`src/rtl/wdt_pkg.sv`:
```
package wdt_pkg;
  localparam int DATA_W = 32;
  localparam int ADDR_W = 5;

  localparam logic [ADDR_W-1:0] OFF_LOAD  = 5'h00;
  localparam logic [ADDR_W-1:0] OFF_VALUE = 5'h04;
  localparam logic [ADDR_W-1:0] OFF_CTL   = 5'h08;
  localparam logic [ADDR_W-1:0] OFF_CLR   = 5'h0C;
  localparam logic [ADDR_W-1:0] OFF_RAW   = 5'h10;
  localparam logic [ADDR_W-1:0] OFF_MSK   = 5'h14;
  localparam logic [ADDR_W-1:0] OFF_TEST  = 5'h18;
  localparam logic [ADDR_W-1:0] OFF_LOCK  = 5'h1C;

  localparam logic [DATA_W-1:0] OPEN_KEY = 32'h1ACC_E551;

  typedef struct packed {
    logic nmi_sel;
    logic esc_en;
    logic run;
  } ctl_t;
endpackage

```
`src/rtl/wdt_cfg.sv`:
```
module wdt_cfg
  import wdt_pkg::*;
#(
  parameter int CNT_W = 32,
  parameter logic [CNT_W-1:0] LOAD_RST = '1
) (
  input  logic              clk,
  input  logic              rst_n,
  input  logic              bus_sel,
  input  logic              bus_we,
  input  logic [ADDR_W-1:0] bus_addr,
  input  logic [DATA_W-1:0] bus_wdata,
  output ctl_t              ctl_q,
  output logic [CNT_W-1:0]  load_q,
  output logic              stall_q,
  output logic              locked_q,
  output logic              load_wr
);
  logic wr;
  assign wr      = bus_sel && bus_we;
  assign load_wr = wr && (bus_addr == OFF_LOAD) && !locked_q;

  always_ff @(posedge clk or negedge rst_n) begin
    if (!rst_n) begin
      ctl_q    <= '0;
      load_q   <= LOAD_RST;
      stall_q  <= 1'b0;
      locked_q <= 1'b0;
    end else if (wr) begin
      case (bus_addr)
        OFF_LOCK: locked_q <= (bus_wdata != OPEN_KEY);
        OFF_CTL: if (!locked_q) begin
          ctl_q.run     <= ctl_q.run | bus_wdata[0];
          ctl_q.esc_en  <= bus_wdata[1];
          ctl_q.nmi_sel <= bus_wdata[2];
        end
        OFF_LOAD: if (!locked_q) load_q  <= bus_wdata[CNT_W-1:0];
        OFF_TEST: if (!locked_q) stall_q <= bus_wdata[0];
        default: ;
      endcase
    end
  end
endmodule

```
`src/rtl/wdt_count.sv`:
```
module wdt_count #(
  parameter int CNT_W = 32,
  parameter logic [CNT_W-1:0] LOAD_RST = '1
) (
  input  logic             clk,
  input  logic             rst_n,
  input  logic             run,
  input  logic             hold,
  input  logic             load_wr,
  input  logic [CNT_W-1:0] load_val,
  input  logic [CNT_W-1:0] load_q,
  output logic [CNT_W-1:0] count_q,
  output logic             zero_tick
);
  assign zero_tick = run && !hold && !load_wr && (count_q == '0);

  always_ff @(posedge clk or negedge rst_n) begin
    if (!rst_n)                count_q <= LOAD_RST;
    else if (load_wr)          count_q <= load_val;
    else if (!run)             count_q <= load_q;
    else if (hold)             count_q <= count_q;
    else if (count_q == '0)    count_q <= load_q;
    else                       count_q <= count_q - 1'b1;
  end
endmodule

```
`src/rtl/wdt_event.sv`:
```
module wdt_event (
  input  logic clk,
  input  logic rst_n,
  input  logic zero_tick,
  input  logic load_zero,
  input  logic clr_req,
  input  logic run,
  input  logic esc_en,
  input  logic nmi_sel,
  output logic status_q,
  output logic rst_req_q,
  output logic irq,
  output logic nmi
);
  always_ff @(posedge clk or negedge rst_n) begin
    if (!rst_n) begin
      status_q  <= 1'b0;
      rst_req_q <= 1'b0;
    end else begin
      rst_req_q <= zero_tick && status_q && esc_en;
      if (zero_tick || load_zero) status_q <= 1'b1;
      else if (clr_req)           status_q <= 1'b0;
    end
  end

  assign irq = status_q && run && !nmi_sel;
  assign nmi = status_q && run && nmi_sel;
endmodule

```
`src/rtl/dual_stage_watchdog.sv`:
```
module dual_stage_watchdog
  import wdt_pkg::*;
#(
  parameter int CNT_W = 32,
  parameter logic [CNT_W-1:0] LOAD_RST = '1
) (
  input  logic              clk,
  input  logic              rst_n,
  input  logic              bus_sel,
  input  logic              bus_we,
  input  logic [ADDR_W-1:0] bus_addr,
  input  logic [DATA_W-1:0] bus_wdata,
  output logic [DATA_W-1:0] bus_rdata,
  input  logic              dbg_halt,
  output logic              irq_o,
  output logic              nmi_o,
  output logic              sys_rst_req_o
);
  ctl_t             ctl_q;
  logic [CNT_W-1:0] load_q;
  logic [CNT_W-1:0] count_q;
  logic             stall_q, locked_q, load_wr, zero_tick, status_q, hold, clr_req;

  wdt_cfg #(.CNT_W(CNT_W), .LOAD_RST(LOAD_RST)) u_cfg (
    .clk(clk), .rst_n(rst_n), .bus_sel(bus_sel), .bus_we(bus_we),
    .bus_addr(bus_addr), .bus_wdata(bus_wdata), .ctl_q(ctl_q),
    .load_q(load_q), .stall_q(stall_q), .locked_q(locked_q), .load_wr(load_wr)
  );

  assign hold = stall_q && dbg_halt;

  wdt_count #(.CNT_W(CNT_W), .LOAD_RST(LOAD_RST)) u_cnt (
    .clk(clk), .rst_n(rst_n), .run(ctl_q.run), .hold(hold),
    .load_wr(load_wr), .load_val(bus_wdata[CNT_W-1:0]), .load_q(load_q),
    .count_q(count_q), .zero_tick(zero_tick)
  );

  assign clr_req = bus_sel && bus_we && (bus_addr == OFF_CLR) && bus_wdata[0];

  wdt_event u_evt (
    .clk(clk), .rst_n(rst_n), .zero_tick(zero_tick),
    .load_zero(load_wr && (bus_wdata[CNT_W-1:0] == '0)),
    .clr_req(clr_req), .run(ctl_q.run), .esc_en(ctl_q.esc_en),
    .nmi_sel(ctl_q.nmi_sel), .status_q(status_q), .rst_req_q(sys_rst_req_o),
    .irq(irq_o), .nmi(nmi_o)
  );

  always_comb begin
    bus_rdata = '0;
    case (bus_addr)
      OFF_LOAD:  bus_rdata[CNT_W-1:0] = load_q;
      OFF_VALUE: bus_rdata[CNT_W-1:0] = count_q;
      OFF_CTL:   bus_rdata[2:0] = ctl_q;
      OFF_RAW:   bus_rdata[0] = status_q;
      OFF_MSK:   bus_rdata[0] = status_q && ctl_q.run;
      OFF_TEST:  bus_rdata[0] = stall_q;
      OFF_LOCK:  bus_rdata[0] = locked_q;
      default:   bus_rdata = '0;
    endcase
  end
endmodule

```
`config.mk`:
```
export PLATFORM = sky130hd
export DESIGN_NAME = dual_stage_watchdog
export DESIGN_NICKNAME = d
export VERILOG_FILES = /design/src/rtl/wdt_pkg.sv /design/src/rtl/wdt_cfg.sv /design/src/rtl/wdt_count.sv /design/src/rtl/wdt_event.sv /design/src/rtl/dual_stage_watchdog.sv
export SDC_FILE = /design/constraint.sdc
export NUM_CORES = 1
export LEC_CHECK = 0
export BUFFER_PORTS_ARGS = -buffer_cell sky130_fd_sc_hd__buf_2
export CAP_MARGIN = 20
export CORE_MARGIN = 5
export CORE_UTILIZATION = 45
export DETAILED_ROUTE_END_ITERATION = 12
export PLACE_DENSITY = 0.63
export RECOVER_POWER = 100
export SLEW_MARGIN = 5
export SYNTH_ARGS = -nofsm -noshare
export SYNTH_HDL_FRONTEND = slang
export SYNTH_SLANG_ARGS = --single-unit
```
`constraint.sdc`:
```
create_clock -name clk -period 5.25 [get_ports clk]
set_clock_uncertainty 0.1 [all_clocks]
set_input_delay 0.525 -clock clk [delete_from_list [all_inputs] [get_ports clk]]
set_output_delay 0.525 -clock clk [all_outputs]
set_load 0.1 [all_outputs]
```
==> impl_metrics.tcl <==
set metrics [dict create \
    status "complete, no violations" \
    drive_above_1_share 0.245 \
    post-route-period-util 0.822 \
    worst_pin_slew_ns 1.47 \
    layout.nets 648 \
    cts_root_buffer "clkbuf_8" \
    critical_path_buf_inv_count 2 \
    drc_errors 0 \
    first_iter_violations 457 \
    period_needed_ns 4.32 \
    syn_to_final_growth_pct 13.8 \
    rsz0062_at_grt "false" \
    syn_inst 545 \
    rows 36 \
    finalMaxSlewViolations 0 \
    start_util 0.460 \
    grt-ovfl-total 0 \
    crit_path_end_kind "output pin" \
    yosysMostFrequentCell "nand2_1" \
    tritoncts "done" \
    max_freq_mhz 232 \
    ys_top_cells_by_count "nand2_1, dfstp_2, nor2_1" \
    syn_nets 589 \
    coreArea_mm2 0.00977 \
    critPathRequiredTime_ns 4.62 \
    dpl.hpwl_um 10800 \
    cts_hold_buf 0 \
    ys_warn_count 0 \
    max_stage_delay_ns 1.14 \
    die_h_um 110 \
    antenna_found_initial 0 \
    cp_top_family "simple AND/OR/NAND/NOR gates" \
    finalPower_w 0.00193 \
    synth_area_mm2 0.00450 \
    vdd_drop_max_mv 0.221 \
    fin_ws_ns 0.934 \
    cts-resized-gates 0 \
    synth_edf_count 0 \
    regToRegSetupSlack_ns 1.74 \
    synth_top_cell_area_share 0.374 \
    dp_slack_ns 1.58 \
    async_reset_ff_frac 1.00 \
    portBuffers 76 \
    ys_seq_elements 71 \
    cts_buffers 9 \
    synth_top_cell_by_area "dfstp_2" \
    first_pass_iters 5 \
    clk_latency_ns 0.36 \
    h-tree-depth 3 \
    setup_tns_ns 0 \
    worstHoldPathType "in -> reg" \
    diodes 0 \
    p_leak_nw 2.18 \
    cp_max_fo 17 \
    path_common_cell "clkbuf_1" \
    crit_path_start_kind "input pin" \
    p_per_area_mw_per_mm2 378 \
    crit_path_cell_trace "clkbuf_1 > or4_1 > nor2_1 > a221o_1 > clkbuf_1" \
    routed_wl_um 15600 \
    synthTopCellsByArea "dfstp_2, nand2_1, a22o_1" \
    crit_type "in -> out" \
    synth.avg_cell_area_um2 8.25 \
    grt_pass1_wl_um 24700 \
    clkTransAtPathRegs_ns 0.08 \
    crit_path_top_delay_cell "nor2_1" \
    grt_util_all_layers 0.269 \
    maxSlewHeadroom 0.0169 \
    vias 4705 \
    ys.flop_type "dfstp_2" \
    wire_per_inst_um 21.0 \
    vias_per_cell 6.35 \
    grt_pass1_vias 4519 \
    cts_buffer_depth 2 \
    yosysUniqueCellTypes 62 \
    ys_seq_area_frac 0.413 \
    crit_arrival_ns 3.69 \
    cap_violations 0 \
    place.gp.congestion 0.898 \
    fill_cells 993 \
    pin_count 77 \
    clock-sinks 71 \
    grt_max_degree 72 \
    ant_nets 0 \
    hold_violations 0 \
    setup_violations 0 \
    dieArea_mm2 0.0121 \
    cts_setup_buffers 0 \
    die_x_um 110 \
]
==> stage by stage <==
stage / hold slack (ns) / utilization / instances / instance area [um2]
global route: 0.278 / 0.524 / 741 / 5120
finish: 0.279 / 0.524 / 741 / 5120
global placement: 0.354 / 0.508 / 726 / 4960
floorplan: 0.129 / - / 545 / 4500
CTS: 0.271 / 0.528 / 741 / 5160
detailed placement: 0.363 / 0.508 / 726 / 4960
==> sequential cells by signal (all words and copies together), names as in the netlist <==
signal / count
u_cfg.ctl_q: 3
u_evt.rst_req_q: 1
u_cfg.locked_q: 1
u_cfg.stall_q: 1
u_evt.status_q: 1
u_cfg.load_q: 32
u_cnt.count_q: 32
==> layout make-up <==
cell class	count	area, um2	area share
clock buffers	12	155	0.0303
clock inverters	3	42.5	0.00831
inverters	12	45.0	0.00880
multi-input cells	427	2450	0.479
flip-flops and latches	71	1860	0.363
well taps	133	166	0.0325
repair buffers	83	400	0.0782
==> path summary, 6_finish.rpt <==
check                                       start          endpoint  cells past startpoint
worst max register to register  u_cnt.count_q[10]  u_cnt.count_q[0]                      7
worst min-delay path                 bus_wdata[2]   u_cfg.load_q[2]                      3
max in group asynchronous                   rst_n    u_cfg.ctl_q[2]                      2
worst min register to register    u_cfg.load_q[4]   u_cfg.load_q[4]                      2
min in group asynchronous                   rst_n    u_cfg.ctl_q[1]                      2
worst max-delay path                  bus_addr[4]      bus_rdata[0]                      5
==> layer usage <==
layer | vias up | global-route usage | wire length [um]
met5 | - | 0 | 0
met4 | 0 | 0.108 | 402
met3 | 35 | 0.0699 | 1510
met2 | 251 | 0.394 | 6990
met1 | 2282 | 0.376 | 6670
li1 | 2137 | - | -
==> where the power goes <==
group          internal (W)  switching, W
sequential         0.000767      0.000200
clock              0.000242      0.000217
combinational      0.000198      0.000310
==> worst register-to-register path: cells and delay by family (launching register included) <==
kind            cells  cell delay [ns]
simple gates        3             1.82
compound gates      3             0.64
flops               1             0.45
buf+inv             1             0.43
==> cell families (layout without fill, tap and decap cells) <==
family	Yosys count	after routing	synth area share
xor+xnor	6	6	0.0117
mux	6	6	0.0142
compound gates	145	145	0.233
buf+inv	47	110	0.0420
simple gates	268	268	0.281
fa+ha+maj	2	2	0.00557
flops	71	71	0.413
==> cell usage in the layout (no fill, tap or decap), types with 3 or more instances in the layout <==
master | synthesis | layout
buf_4 | 0 | 5
a31oi_1 | 9 | 9
a222oi_1 | 4 | 4
nand3_1 | 25 | 25
nand4_1 | 10 | 10
o2111ai_1 | 3 | 3
o21a_1 | 4 | 4
a311oi_1 | 3 | 3
nor2_1 | 39 | 37
a221o_1 | 4 | 4
or4_1 | 4 | 5
o211ai_1 | 4 | 4
a22o_1 | 29 | 29
o32ai_1 | 3 | 3
clkbuf_8 | 0 | 11
dfstp_2 | 64 | 63
a22oi_1 | 3 | 3
nor4_1 | 15 | 15
or3_1 | 6 | 6
nor3_1 | 17 | 17
xnor2_1 | 4 | 4
inv_1 | 12 | 12
mux2_2 | 3 | 3
mux2i_1 | 3 | 3
nand2_1 | 129 | 129
dfrtp_1 | 7 | 7
o22ai_1 | 7 | 7
and3_1 | 6 | 6
buf_2 | 10 | 56
a21oi_1 | 30 | 30
clkbuf_1 | 23 | 23
o21ai_0 | 18 | 18
Power figures use the tool's default switching activity.
